### src/rtl/rmw_pkg.sv
package rmw_pkg;

    localparam int ADDR_W = 16;
    localparam int DATA_W = 8;
    localparam int BSEL_W = $clog2(DATA_W);
    localparam int PAIR_W = 2 * DATA_W;

    typedef enum logic [2:0] {
        OP_INC = 3'd0,
        OP_DEC = 3'd1,
        OP_RES = 3'd2,
        OP_SET = 3'd3,
        OP_XCH = 3'd4
    } rmw_op_e;

    typedef enum logic [2:0] {
        PH_WAIT,
        PH_RD_LO,
        PH_CAP_LO,
        PH_RD_HI,
        PH_CAP_HI,
        PH_WR_LO,
        PH_WR_HI
    } rmw_phase_e;

    typedef struct packed {
        rmw_op_e             op;
        logic [BSEL_W-1:0]   bsel;
        logic [ADDR_W-1:0]   ptr;
        logic [ADDR_W-1:0]   sp;
        logic [PAIR_W-1:0]   pair;
    } rmw_cmd_t;

    function automatic logic op_legal(input logic [2:0] code);
        return code <= 3'd4;
    endfunction

    function automatic logic [DATA_W-1:0] bit_mask(input logic [BSEL_W-1:0] b);
        return DATA_W'(1) << b;
    endfunction

    function automatic logic is_arith(input rmw_op_e op);
        return (op == OP_INC) || (op == OP_DEC);
    endfunction

endpackage

### src/rtl/rmw_alu.sv
module rmw_alu
    import rmw_pkg::*;
(
    input  rmw_op_e             op,
    input  logic [BSEL_W-1:0]   bsel,
    input  logic [DATA_W-1:0]   din,
    output logic [DATA_W-1:0]   dout,
    output logic                zero
);

    logic [DATA_W-1:0] mask;

    always_comb begin
        mask = bit_mask(bsel);
        case (op)
            OP_INC:  dout = din + DATA_W'(1);
            OP_DEC:  dout = din - DATA_W'(1);
            OP_RES:  dout = din & ~mask;
            OP_SET:  dout = din | mask;
            default: dout = din;
        endcase
        zero = (dout == '0);
    end

endmodule

### src/rtl/rmw_timer.sv
module rmw_timer #(
    parameter int TW = 5
) (
    input  logic          clk,
    input  logic          rst,
    input  logic          launch,
    input  logic [TW-1:0] budget,
    output logic          busy,
    output logic [TW-1:0] tcnt,
    output logic          done
);

    always_ff @(posedge clk) begin
        if (rst) begin
            busy <= 1'b0;
            tcnt <= '0;
        end else if (!busy) begin
            if (launch) begin
                busy <= 1'b1;
                tcnt <= TW'(1);
            end
        end else if (tcnt == budget) begin
            busy <= 1'b0;
        end else begin
            tcnt <= tcnt + TW'(1);
        end
    end

    assign done = busy && (tcnt == budget);


    done_ends_op_chk: assert property (@(posedge clk) disable iff (rst)
        done |=> (!busy && $stable(tcnt)));


    tcnt_in_window_chk: assert property (@(posedge clk) disable iff (rst)
        busy |-> (tcnt != '0 && tcnt <= budget));


    tcnt_steps_chk: assert property (@(posedge clk) disable iff (rst)
        (busy && !done) |=> (tcnt == $past(tcnt) + TW'(1)));

endmodule

### src/rtl/rmw_port.sv
module rmw_port
    import rmw_pkg::*;
#(
    parameter int TW = 5
) (
    input  rmw_cmd_t            cmd,
    input  logic                busy,
    input  logic [TW-1:0]       tcnt,
    input  logic [DATA_W-1:0]   mod_byte,
    output rmw_phase_e          phase,
    output logic [ADDR_W-1:0]   mem_addr,
    output logic                mem_rd,
    output logic                mem_wr,
    output logic [DATA_W-1:0]   mem_wdata
);

    logic [ADDR_W-1:0] sp_next;
    logic              swap;

    assign swap    = (cmd.op == OP_XCH);
    assign sp_next = cmd.sp + ADDR_W'(1);

    always_comb begin
        phase = PH_WAIT;
        if (busy) begin
            if (swap) begin
                case (tcnt)
                    TW'(1):  phase = PH_RD_LO;
                    TW'(2):  phase = PH_RD_HI;
                    TW'(3):  phase = PH_CAP_HI;
                    TW'(4):  phase = PH_WR_LO;
                    TW'(5):  phase = PH_WR_HI;
                    default: phase = PH_WAIT;
                endcase
            end else begin
                case (tcnt)
                    TW'(1):  phase = PH_RD_LO;
                    TW'(2):  phase = PH_CAP_LO;
                    TW'(3):  phase = PH_WR_LO;
                    default: phase = PH_WAIT;
                endcase
            end
        end
    end

    always_comb begin
        mem_addr  = '0;
        mem_rd    = 1'b0;
        mem_wr    = 1'b0;
        mem_wdata = '0;
        case (phase)
            PH_RD_LO: begin
                mem_rd   = 1'b1;
                mem_addr = swap ? cmd.sp : cmd.ptr;
            end
            PH_RD_HI: begin
                mem_rd   = 1'b1;
                mem_addr = sp_next;
            end
            PH_WR_LO: begin
                mem_wr    = 1'b1;
                mem_addr  = swap ? cmd.sp : cmd.ptr;
                mem_wdata = swap ? cmd.pair[DATA_W-1:0] : mod_byte;
            end
            PH_WR_HI: begin
                mem_wr    = 1'b1;
                mem_addr  = sp_next;
                mem_wdata = cmd.pair[PAIR_W-1:DATA_W];
            end
            default: ;
        endcase
    end

endmodule

### src/rtl/rmw_seq.sv
module rmw_seq
    import rmw_pkg::*;
#(
    parameter int T_ARITH = 11,
    parameter int T_BITOP = 15,
    parameter int T_SWAP  = 19,
    parameter int TW      = $clog2(T_SWAP + 1)
) (
    input  logic                clk,
    input  logic                rst,
    input  logic                start,
    input  logic [2:0]          op_sel,
    input  logic [BSEL_W-1:0]   bit_sel,
    input  logic [ADDR_W-1:0]   ptr,
    input  logic [ADDR_W-1:0]   sp,
    input  logic [PAIR_W-1:0]   pair_in,
    input  logic [DATA_W-1:0]   mem_rdata,
    output logic [ADDR_W-1:0]   mem_addr,
    output logic                mem_rd,
    output logic                mem_wr,
    output logic [DATA_W-1:0]   mem_wdata,
    output logic                busy,
    output logic                done,
    output logic [PAIR_W-1:0]   pair_out,
    output logic                zero_flag,
    output logic [TW-1:0]       tstate_cnt
);

    rmw_cmd_t          cmd_q;
    rmw_phase_e        phase;
    logic              accept;
    logic [TW-1:0]     budget;
    logic [TW-1:0]     tcnt;
    logic [DATA_W-1:0] data_q;
    logic [DATA_W-1:0] lo_q;
    logic [PAIR_W-1:0] pair_q;
    logic              zero_q;
    logic              got_data;
    logic [DATA_W-1:0] alu_out;
    logic              alu_zero;

    assign accept = start && !busy && op_legal(op_sel);

    always_comb begin
        case (cmd_q.op)
            OP_INC, OP_DEC: budget = TW'(T_ARITH);
            OP_RES, OP_SET: budget = TW'(T_BITOP);
            default:        budget = TW'(T_SWAP);
        endcase
    end

    always_ff @(posedge clk) begin
        if (rst) begin
            cmd_q <= '0;
        end else if (accept) begin
            cmd_q.op   <= rmw_op_e'(op_sel);
            cmd_q.bsel <= bit_sel;
            cmd_q.ptr  <= ptr;
            cmd_q.sp   <= sp;
            cmd_q.pair <= pair_in;
        end
    end

    rmw_timer #(.TW(TW)) u_timer (
        .clk    (clk),
        .rst    (rst),
        .launch (accept),
        .budget (budget),
        .busy   (busy),
        .tcnt   (tcnt),
        .done   (done)
    );

    rmw_alu u_alu (
        .op   (cmd_q.op),
        .bsel (cmd_q.bsel),
        .din  (data_q),
        .dout (alu_out),
        .zero (alu_zero)
    );

    rmw_port #(.TW(TW)) u_port (
        .cmd       (cmd_q),
        .busy      (busy),
        .tcnt      (tcnt),
        .mod_byte  (alu_out),
        .phase     (phase),
        .mem_addr  (mem_addr),
        .mem_rd    (mem_rd),
        .mem_wr    (mem_wr),
        .mem_wdata (mem_wdata)
    );

    always_ff @(posedge clk) begin
        if (rst) begin
            data_q   <= '0;
            lo_q     <= '0;
            pair_q   <= '0;
            zero_q   <= 1'b0;
            got_data <= 1'b0;
        end else begin
            if (accept) begin
                got_data <= 1'b0;
            end
            case (phase)
                PH_CAP_LO: begin
                    data_q   <= mem_rdata;
                    got_data <= 1'b1;
                end
                PH_RD_HI: begin
                    lo_q     <= mem_rdata;
                    got_data <= 1'b1;
                end
                PH_CAP_HI: pair_q <= {mem_rdata, lo_q};
                PH_WR_LO: begin
                    if (is_arith(cmd_q.op)) begin
                        zero_q <= alu_zero;
                    end
                end
                default: ;
            endcase
        end
    end

    assign pair_out   = pair_q;
    assign zero_flag  = zero_q;
    assign tstate_cnt = tcnt;


    wr_after_capture_chk: assert property (@(posedge clk) disable iff (rst)
        mem_wr |-> got_data);


    rd_wr_exclusive_chk: assert property (@(posedge clk) disable iff (rst)
        $onehot0({mem_rd, mem_wr}));


    capture_follows_read_chk: assert property (@(posedge clk) disable iff (rst)
        (phase == PH_CAP_LO || phase == PH_CAP_HI) |-> $past(mem_rd));


    busy_start_ignored_chk: assert property (@(posedge clk) disable iff (rst)
        (busy && start) |=> $stable(cmd_q));


    bad_op_ignored_chk: assert property (@(posedge clk) disable iff (rst)
        (start && !busy && op_sel > 3'd4) |=> !busy);


    hi_addr_wrap_chk: assert property (@(posedge clk) disable iff (rst)
        (phase == PH_WR_HI) |-> (mem_addr == $past(mem_addr) + ADDR_W'(1)));


    inc_wrap_chk: assert property (@(posedge clk) disable iff (rst)
        (mem_wr && cmd_q.op == OP_INC && data_q == '1) |-> (mem_wdata == '0));


    dec_wrap_chk: assert property (@(posedge clk) disable iff (rst)
        (mem_wr && cmd_q.op == OP_DEC && data_q == '0) |-> (mem_wdata == '1));


    res_keeps_others_chk: assert property (@(posedge clk) disable iff (rst)
        (mem_wr && cmd_q.op == OP_RES) |->
            (((mem_wdata ^ data_q) & ~bit_mask(cmd_q.bsel)) == '0 && !mem_wdata[cmd_q.bsel]));


    set_keeps_others_chk: assert property (@(posedge clk) disable iff (rst)
        (mem_wr && cmd_q.op == OP_SET) |->
            (((mem_wdata ^ data_q) & ~bit_mask(cmd_q.bsel)) == '0 && mem_wdata[cmd_q.bsel]));

endmodule

### config.mk
export PLATFORM = sky130hd
export DESIGN_NAME = rmw_seq
export DESIGN_NICKNAME = d
export VERILOG_FILES = /design/src/rtl/rmw_pkg.sv /design/src/rtl/rmw_alu.sv /design/src/rtl/rmw_timer.sv /design/src/rtl/rmw_port.sv /design/src/rtl/rmw_seq.sv
export SDC_FILE = /design/constraint.sdc
export NUM_CORES = 1
export LEC_CHECK = 0
export BUFFER_PORTS_ARGS = -buffer_cell sky130_fd_sc_hd__buf_2
export CAP_MARGIN = 20
export CORE_MARGIN = 3
export CORE_UTILIZATION = 59
export DETAILED_ROUTE_END_ITERATION = 6
export MAX_ROUTING_LAYER = met4
export PLACE_DENSITY = 0.95
export RECOVER_POWER = 100
export SETUP_SLACK_MARGIN = 0.3
export SKIP_LAST_GASP = 1
export SLEW_MARGIN = 10
export SYNTH_ARGS = -nofsm -noshare
export SYNTH_HDL_FRONTEND = slang
export SYNTH_SLANG_ARGS = --single-unit
### constraint.sdc
create_clock -name clk -period 6.6 [get_ports clk]
set_clock_uncertainty 0.15 [all_clocks]
set_input_delay 0.66 -clock clk [delete_from_list [all_inputs] [get_ports clk]]
set_output_delay 0.66 -clock clk [all_outputs]
set_load 0.02 [all_outputs]
==> results of run 1 <==
-- flip-flops by register name (all words and copies together), names as in the netlist --
| register | cells |
|---|---|
| lo_q | 8 |
| u_timer.tcnt | 5 |
| data_q | 8 |
| pair_out | 16 |
| cmd_q | 54 |
| u_timer.busy | 1 |
| zero_flag | 1 |
-- cell type report --
cell class / instances / area, um^2
inverters: 10 / 37.5
flip-flops and latches: 93 / 1860
multi-input cells: 519 / 2820
clock inverters: 6 / 68.8
clock buffers: 10 / 128
repair buffers: 116 / 543
fillers: 721 / 2380
well taps: 102 / 128
-- worst min-delay path: stages, from the launching register on --
cell and delay, ns:
dfxtp_1 0.32, nand2_1 0.05, a21oi_1 0.05
-- routing by layer --
metal	vias up	track usage, %
met5	-	-
met4	0	10.2
met3	27	3.79
met2	245	46.6
met1	2405	40.9
li1	2492	-
-- cell usage after synthesis, drive strengths merged (3+ instances only) --
library cell | count | area (um^2)
a211oi | 3 | 22.5
nand4 | 5 | 31.3
o311ai | 4 | 35.0
nor2b | 4 | 25.0
and2 | 4 | 25.0
o211ai | 12 | 90.1
nor3b | 5 | 42.5
ha | 6 | 75.1
or3b | 4 | 35.0
buf | 16 | 111
nand2 | 181 | 679
a22o | 7 | 61.3
inv | 10 | 37.5
nor4 | 4 | 25.0
o21ai | 34 | 181
o22ai | 6 | 43.8
a31oi | 6 | 37.5
dfxtp | 93 | 1860
mux2 | 3 | 33.8
a21o | 4 | 30.0
nor2 | 36 | 138
or3 | 6 | 37.5
nand3b | 6 | 45.0
a21oi | 83 | 423
and3 | 8 | 50.1
mux2i | 22 | 220
nor3 | 22 | 131
nand3 | 15 | 75.1
or2 | 4 | 27.5
clkbuf | 38 | 146
-- worst max path at each step --
stage / from / to / slack [ns] / depth (start not counted)
5_1_grt: cmd_q[53] / mem_addr[11] / 0.79 / 7
4_1_cts: cmd_q[53] / mem_addr[9] / 1.82 / 7
3_3_place_gp: cmd_q[53] / mem_addr[9] / 2.34 / 7
3_5_place_dp: cmd_q[53] / mem_addr[9] / 2.19 / 7
2_1_floorplan: cmd_q[51] / mem_wdata[4] / 3.23 / 10
6_report: cmd_q[53] / mem_addr[9] / 1.26 / 7
-- through the flow --
step,setup slack (ns),cell area (um^2),power [mW],hold slack (ns)
finish,1.26,5590,1.14,0.306
CTS,1.82,5650,1.14,0.305
global placement,2.34,5450,0.749,0.284
floorplan,3.23,5000,0.707,0.283
detailed placement,2.19,5450,0.755,0.291
global route,0.790,5590,1.18,0.322
-- report_power, final --
| group | internal [mW] | total (mW) | switching, mW |
|---|---|---|---|
| registers | 0.581 | 0.607 | 0.0255 |
| logic | 0.0531 | 0.141 | 0.0876 |
| clock network | 0.178 | 0.391 | 0.213 |
| total | 0.813 | 1.14 | 0.326 |
-- cells by family after synthesis --
group / Yosys count / share of synthesized area (%)
simple gates: 313 / 28.9
mux: 25 / 5.08
compound gates: 172 / 20.9
flops: 93 / 37.2
buf+inv: 64 / 5.91
xor+xnor: 3 / 0.526
fa+ha+maj: 6 / 1.50
==> results.yml, run 1 <==
floorplan:
  die_area_mm2: 0.00961
  placementRows: 32
  initial_core_util_pct: 62.7
  die_width_um: 98.0
  die_height_um: 98.0
  ioPinCount: 115
  floorplan.core_area_mm2: 0.00797
placement:
  detailedPlacementHpwl_mm: 10.2
  final_wtd_congestion: 0.905
  placement.io_buffers: 114
  placed_cells_incl_taps: 839
sta:
  finalHoldViolations: 0
  grt_setup_unrepaired: "no"
  finalCritPeriodShare_pct: 80.9
  final_period_minus_worst_setup_slack_ns: 5.34
  maxSlewViolCount: 56
  max_clock_freq_mhz: 187
  final.setup.tns_ns: 0
  setup_viol_count_final: 0
  max-slew-margin-rel_pct: -29.2
  tightestPinTransition_ns: 1.94
routing:
  drt-initial-drc-count: 466
  route.detailed.drc: 0
  postRouteAntennaNets: 0
  detail_route.wirelength_mm: 14.4
  wl_met2_mm: 6.74
  detail_route.wirelength.met1_mm: 6.25
  detailroute.wirelength.met3_mm: 1.09
  topRoutingLayerUsed: "met4"
  post_drt_wl_per_cell_um: 16.8
  routed_via_density: 6.04
  dr_total_vias: 5169
  drt_pre_antenna_iters: 6
worst_setup_path:
  worst-setup-path-type: "flip-flop to output pin"
  ff2ff_setup_slack_ns: 1.94
  critical_path.slowest_cell: "nor3b_1"
  worst_stage_delay_on_the_critical_path_ns: 1.15
  crit-reg2reg-launch: "cmd_q[53]"
  regToRegEndpoint: "lo_q[4]"
  critPathMaxFanout: 25
  worstSetupStartpointType: "flip-flop"
  cp_bufs_invs: 1
  end_kind: "output pin"
  crit_path_cell_trace: "nor3b_1 > a31oi_1 > nand2b_1 > nor2_1 > nand2_1 > o311ai_1 > clkbuf_1"
  cp_data_required_time_ns: 5.79
  crit_arrival_ns: 4.53
  reg2reg_depth: 6
  path_delay_family: "simple AND/OR/NAND/NOR gates"
power:
  ir_drop_uv: 197
  power.density_cell_area_mw_per_mm2: 204
  leakagePower_nw: 2.05
clock_network:
  insertion_delay_ns: 0.36
  postCtsSetupBuffers: 0
  tritoncts: "built"
  htree_levels: 3
  clk_transition_reported_paths_ns: 0.09
  cts_hold_buf: 0
  cts.root.buffer_cell: "clkbuf_8"
  cts_sinks: 93
  clockBufferDepth: 2
  tritoncts.num_buffers: 9
  cts_repair_resize_count: 0
global_route:
  first_global_vias: 4923
  pin_count_of_the_biggest_net_entering_global_routing: 93
  grt.overflow.total: 0
  initial_antenna_violation_count: 0
  grt_use_total_pct: 30.2
  first_pass_grt_wire_length_mm: 23.5
final_layout:
  layout_commonest_cell: "nand2_1"
  design.final.nets: 820
  final_cell_mix: "nand2_1, dfxtp_1, a21oi_1, buf_2, clkbuf_1"
  post_layout_nonfiller_instances: 856
  area.growth.synth_to_final_pct: 11.8
  layout_cells_sized_above_1_pct: 12.5
  n_antenna_cell: 0
  layout.core_utilization_pct: 70.1
synthesis:
  mappedNetlistNets: 747
  netlist-cell-type-count: 68
  synth_flop_cell: "dfxtp_1"
  gate_count_of_the_mapped_netlist: 676
  ys_ff_latch: 93
  synthesis.area_mm2: 0.00500
  yosys_warnings: 0
  syn-mean-instance-area_um2: 7.39
  synth_seq_area_share_pct: 37.2
  post_synthesis_async_set_or_reset_flop_share_pct: 0
  synth-edff-count: 0
run:
  maxCapViolCount: 2
status:
  failed_checks: "capacitance limit, slew limit"
  outcome: "complete, but fails checks"
worst_hold_path:
  hold_path.startpoint: "pair_out[5]"
  timing.hold.worst_endpoint: "pair_out[5]"
  hold_depth: 2
  worst_hold_path_type: "flip-flop to flip-flop"
Note: power is estimated with default switching activity, not from simulation.
==> run 2: changes to the inputs <==
--- a/config.mk
+++ b/config.mk
@@ -8,10 +8,10 @@
 export BUFFER_PORTS_ARGS = -buffer_cell sky130_fd_sc_hd__buf_2
 export CAP_MARGIN = 20
 export CORE_MARGIN = 3
-export CORE_UTILIZATION = 59
+export CORE_UTILIZATION = 54
 export DETAILED_ROUTE_END_ITERATION = 6
 export MAX_ROUTING_LAYER = met4
-export PLACE_DENSITY = 0.95
+export PLACE_DENSITY = 0.92
 export RECOVER_POWER = 100
 export SETUP_SLACK_MARGIN = 0.3
 export SKIP_LAST_GASP = 1
==> constraint.sdc (replaced) <==
create_clock -name clk -period 5.1 [get_ports clk]
set_clock_uncertainty 0.15 [all_clocks]
set_input_delay 0.51 -clock clk [delete_from_list [all_inputs] [get_ports clk]]
set_output_delay 0.51 -clock clk [all_outputs]
set_load 0.02 [all_outputs]
==> run 2 against run 1 <==
Compared with the run above:
- the flow finishes with violations (DRC, capacitance limit, slew limit)
- via count down 1.1%
- cell area up 0.54%
- power up 32%
- sequential share of layout area down 0.18 points
- flip-flop and latch count unchanged
- wire length down 2.0%
- die area up 8.7%
- global-route usage down 2.8 points
- clock power up 38%
- critical path type unchanged
- critical endpoint is now mem_addr[15]
- largest power group unchanged
==> results.yml, run 2 (same netlist as run 1, synthesis figures left out) <==
status:
  outcome: "complete, but fails checks"
  failed_checks: "DRC, capacitance limit, slew limit"
sta:
  whs_ns: 0.213
  max_clock_freq_mhz: 223
  finalCritPeriodShare_pct: 88.1
  final_period_minus_worst_setup_slack_ns: 4.49
  finalHoldViolations: 0
  setup_viol_count_final: 0
  grt_setup_unrepaired: "no"
  max-slew-margin-rel_pct: -29.2
  tightestPinTransition_ns: 1.94
  maxSlewViolCount: 65
  final.setup.tns_ns: 0
global_route:
  initial_antenna_violation_count: 0
  pin_count_of_the_biggest_net_entering_global_routing: 64
  first_pass_grt_wire_length_mm: 22.1
  grt_use_total_pct: 27.4
  grt.overflow.total: 0
  first_global_vias: 4554
clock_network:
  clockBufferDepth: 2
  cts_sinks: 93
  tritoncts: "built"
  tritoncts.num_buffers: 9
  clk_transition_reported_paths_ns: 0.10
  postCtsSetupBuffers: 0
  cts_hold_buf: 0
  insertion_delay_ns: 0.38
  cts.root.buffer_cell: "clkbuf_8"
  htree_levels: 3
  cts_repair_resize_count: 0
worst_hold_path:
  hold_depth: 3
  timing.hold.worst_endpoint: "cmd_q[19]"
  hold_path.startpoint: "sp[3]"
  worst_hold_path_type: "input pin to flip-flop"
routing:
  route.detailed.drc: 1
  drt_pre_antenna_iters: 7
  drt-initial-drc-count: 373
  routed_via_density: 5.92
  postRouteAntennaNets: 0
  post_drt_wl_per_cell_um: 16.3
  dr_total_vias: 5110
  detail_route.wirelength_mm: 14.1
final_layout:
  layout.core_utilization_pct: 63.5
  largest_register_ff_count: 54
  registers.top_by_ff_count: "cmd_q"
  final_cell_mix: "nand2_1, dfxtp_1, a21oi_1, buf_2, clkbuf_1"
  area.growth.synth_to_final_pct: 12.4
  design.final.nets: 821
  post_layout_nonfiller_instances: 863
  layout_cells_sized_above_1_pct: 13.0
  layout_commonest_cell: "nand2_1"
  n_antenna_cell: 0
floorplan:
  placementRows: 34
  die_width_um: 102
  ioPinCount: 115
  initial_core_util_pct: 56.5
  floorplan.core_area_mm2: 0.00885
  die_area_mm2: 0.0104
  die_height_um: 102
placement:
  final_wtd_congestion: 0.913
  placement.io_buffers: 114
  placed_cells_incl_taps: 847
  detailedPlacementHpwl_mm: 10.1
worst_setup_path:
  reg2reg_depth: 6
  crit_arrival_ns: 3.83
  cp_data_required_time_ns: 4.44
  critPathMaxFanout: 25
  crit-reg2reg-launch: "cmd_q[53]"
  worst-setup-path-type: "flip-flop to output pin"
  cp_bufs_invs: 1
  end_kind: "output pin"
  worstSetupStartpointType: "flip-flop"
  path_delay_family: "simple AND/OR/NAND/NOR gates"
  critical_path.slowest_cell: "dfxtp_1"
  ff2ff_setup_slack_ns: 0.81
  regToRegEndpoint: "lo_q[6]"
  worst_stage_delay_on_the_critical_path_ns: 0.81
  crit_path_cell_trace: "nor3b_2 > a31oi_1 > nand2b_1 > or2_0 > or3_1 > o211ai_1 > clkbuf_1"
power:
  leakagePower_nw: 2.06
  power.density_cell_area_mw_per_mm2: 268
  ir_drop_uv: 154
run:
  maxCapViolCount: 2
run 2: cell types whose count changed in the layout (fill, tap and decap cells not counted), sizes merged:
cell    before  now
clkinv       2    0
clkbuf      60   59
buf         66   68
inv         12   14
run 2: per-layer routing:
layer | share of wire (%) | track usage, % | up-vias
met1 | 44 | 38.0 | 2346
met5 | 0 | - | -
li1 | - | - | 2495
met2 | 46 | 41.2 | 236
met3 | 7.2 | 3.14 | 33
met4 | 2.2 | 10.1 | 0
run 2: worst max-delay path by stage:
| stage | startpoint | end | slack [ns] | cells after the start |
|---|---|---|---|---|
| 6_report | cmd_q[53] | mem_addr[15] | 0.61 | 7 |
| 5_1_grt | cmd_q[53] | mem_addr[15] | 0.43 | 7 |
| 4_1_cts | cmd_q[53] | mem_addr[15] | 0.77 | 7 |
| 3_5_place_dp | cmd_q[53] | mem_addr[15] | 1.17 | 7 |
| 3_3_place_gp | cmd_q[53] | mem_addr[15] | 1.32 | 7 |
| 2_1_floorplan | cmd_q[51] | mem_wdata[4] | 1.88 | 10 |
run 2: stage by stage:
stage               power, mW  setup WS [ns]  instance area (um^2)
finish                   1.51          0.607                  5620
global route             1.56          0.434                  5620
CTS                      1.50          0.769                  5700
detailed placement      0.980           1.17                  5490
global placement        0.970           1.32                  5470
floorplan               0.914           1.88                  5000
run 2: area by class of cell:
type | instances | area, um^2
multi-input cells | 519 | 2830
repair buffers | 117 | 544
well taps | 108 | 135
flip-flops and latches | 93 | 1860
clock buffers | 10 | 138
fillers | 819 | 3230
clock inverters | 6 | 75.1
inverters | 10 | 37.5
run 2: worst reg2reg max path, cell delays in order, from the launching register on:
cell and delay (ns):
dfxtp_1 0.81, nor3b_2 0.77, a31oi_1 0.28, nand2b_1 0.46, nor3_1 1.31, mux2i_1 0.32, nor2_1 0.07
run 2: power by group:
group / internal, mW / switching (mW)
combinational: 0.0679 / 0.112
clock: 0.249 / 0.291
sequential: 0.752 / 0.0325
==> run 3: changes to the inputs <==
==> constraint.sdc (replaced) <==
create_clock -name clk -period 5.1 [get_ports clk]
set_clock_uncertainty 0.15 [all_clocks]
set_input_delay 1.02 -clock clk [delete_from_list [all_inputs] [get_ports clk]]
set_output_delay 1.02 -clock clk [all_outputs]
set_load 0.02 [all_outputs]
==> run 3 against run 2 <==
Compared with the run above:
- the flow finishes with violations (capacitance limit, slew limit)
- clock power decreased by 12%
- critical path depth up 2
- fmax down 2.0%
- combinational power is essentially flat
- flip-flop and latch count unchanged
- via count up 1.4%
==> results.yml, run 3 (same netlist as run 1, synthesis figures left out) <==
global_route:
  first_pass_grt_wire_length_mm: 22.7
  pin_count_of_the_biggest_net_entering_global_routing: 57
  grt.overflow.total: 0
  first_global_vias: 4680
  initial_antenna_violation_count: 0
  grt_use_total_pct: 27.8
sta:
  final_period_minus_worst_setup_slack_ns: 4.59
  finalHoldViolations: 0
  max_clock_freq_mhz: 218
  setup_viol_count_final: 0
  tightestPinTransition_ns: 2.35
  maxSlewViolCount: 95
  grt_setup_unrepaired: "no"
  max-slew-margin-rel_pct: -56.7
  final.setup.tns_ns: 0
  whs_ns: 0.311
  finalCritPeriodShare_pct: 89.9
run:
  maxCapViolCount: 2
clock_network:
  tritoncts: "built"
  insertion_delay_ns: 0.37
  cts_sinks: 93
  htree_levels: 3
  tritoncts.num_buffers: 9
  postCtsSetupBuffers: 0
  clockBufferDepth: 2
  cts_hold_buf: 0
  cts.root.buffer_cell: "clkbuf_8"
  cts_repair_resize_count: 0
  clk_transition_reported_paths_ns: 0.10
routing:
  drt-initial-drc-count: 443
  postRouteAntennaNets: 0
  post_drt_wl_per_cell_um: 16.4
  routed_via_density: 6.00
  dr_total_vias: 5184
  drt_pre_antenna_iters: 5
  route.detailed.drc: 0
  detail_route.wirelength_mm: 14.2
worst_setup_path:
  cp_data_required_time_ns: 3.93
  critPathMaxFanout: 21
  end_kind: "output pin"
  worstSetupStartpointType: "flip-flop"
  worst-setup-path-type: "flip-flop to output pin"
  crit_arrival_ns: 3.42
floorplan:
  placementRows: 34
  die_width_um: 102
  die_height_um: 102
  initial_core_util_pct: 56.5
  floorplan.core_area_mm2: 0.00885
  ioPinCount: 115
  die_area_mm2: 0.0104
final_layout:
  finish.instance_area_mm2: 0.00561
  layout_cells_sized_above_1_pct: 13.9
  design.final.nets: 822
  post_layout_nonfiller_instances: 864
  n_antenna_cell: 0
  registers.top_by_ff_count: "cmd_q"
  final_cell_mix: "nand2_1, dfxtp_1, a21oi_1, buf_2, clkbuf_1"
  area.growth.synth_to_final_pct: 12.2
  layout_commonest_cell: "nand2_1"
  largest_register_ff_count: 54
placement:
  placed_cells_incl_taps: 847
  final_wtd_congestion: 0.941
  placement.io_buffers: 114
  post_dp_cell_area_mm2: 0.00548
  detailedPlacementHpwl_mm: 10.2
power:
  ir_drop_uv: 134
  leakagePower_nw: 2.07
  power.density_cell_area_mw_per_mm2: 258
status:
  failed_checks: "capacitance limit, slew limit"
  outcome: "complete, but fails checks"
worst_hold_path:
  worst_hold_path_type: "flip-flop to flip-flop"
==> run 3: changes by cell type in the layout (fill, tap and decap cells not counted), sizes merged <==
cell	previous run	this run
buf	68	73
bufinv	1	0
clkinvlp	1	2
clkbuf	59	55
==> run 3: critical path: stages (launching register included) <==
cell and delay [ns]:
dfxtp_1 0.73, nor3b_1 0.12, buf_4 0.21, a31oi_1 0.32, nand2b_1 0.56, nor2_1 0.25, clkbuf_1 0.22, a21o_1 0.18
a221o_1 0.29, clkbuf_1 0.17
==> run 3: routing by layer <==
layer,GRT usage [%],routed length [um],up-vias
li1,-,-,2493
met1,38.0,6100,2374
met2,42.0,6640,270
met3,4.23,1060,47
met4,9.99,384,0
met5,-,0,-
==> run 3: area by class of cell <==
class / instances / area [um^2]
fill: 797 / 3240
multi-input combinational: 519 / 2830
sequential: 93 / 1860
timing repair buffer: 118 / 552
clock buffer: 10 / 138
tap: 108 / 135
clock inverter: 6 / 52.6
inverter: 10 / 37.5
==> run 3: power by group <==
group | internal [mW] | switching (mW)
clock | 0.199 | 0.278
combinational | 0.0682 | 0.115
sequential | 0.753 | 0.0323
total | 1.02 | 0.425
==> run 3: path summary, 6_finish.rpt <==
kind	slack (ns)	to	cells after the start	start
worst max-delay path	0.51	mem_addr[3]	9	cmd_q[51]
worst min-delay path	0.31	pair_out[13]	2	pair_out[13]
worst max register to register	1.99	pair_out[2]	6	cmd_q[51]
worst min register to register	0.31	pair_out[13]	2	pair_out[13]
==> run 3: stage by stage <==
step           setup WS [ns]  utilization (%)  power, mW
6_report               0.514             63.4       1.44
5_1_grt                0.254             63.4       1.50
4_1_cts                0.500             64.0       1.45
3_5_place_dp           0.916             61.9      0.978
3_3_place_gp            1.07             61.9      0.972
2_1_floorplan           1.37                -      0.914
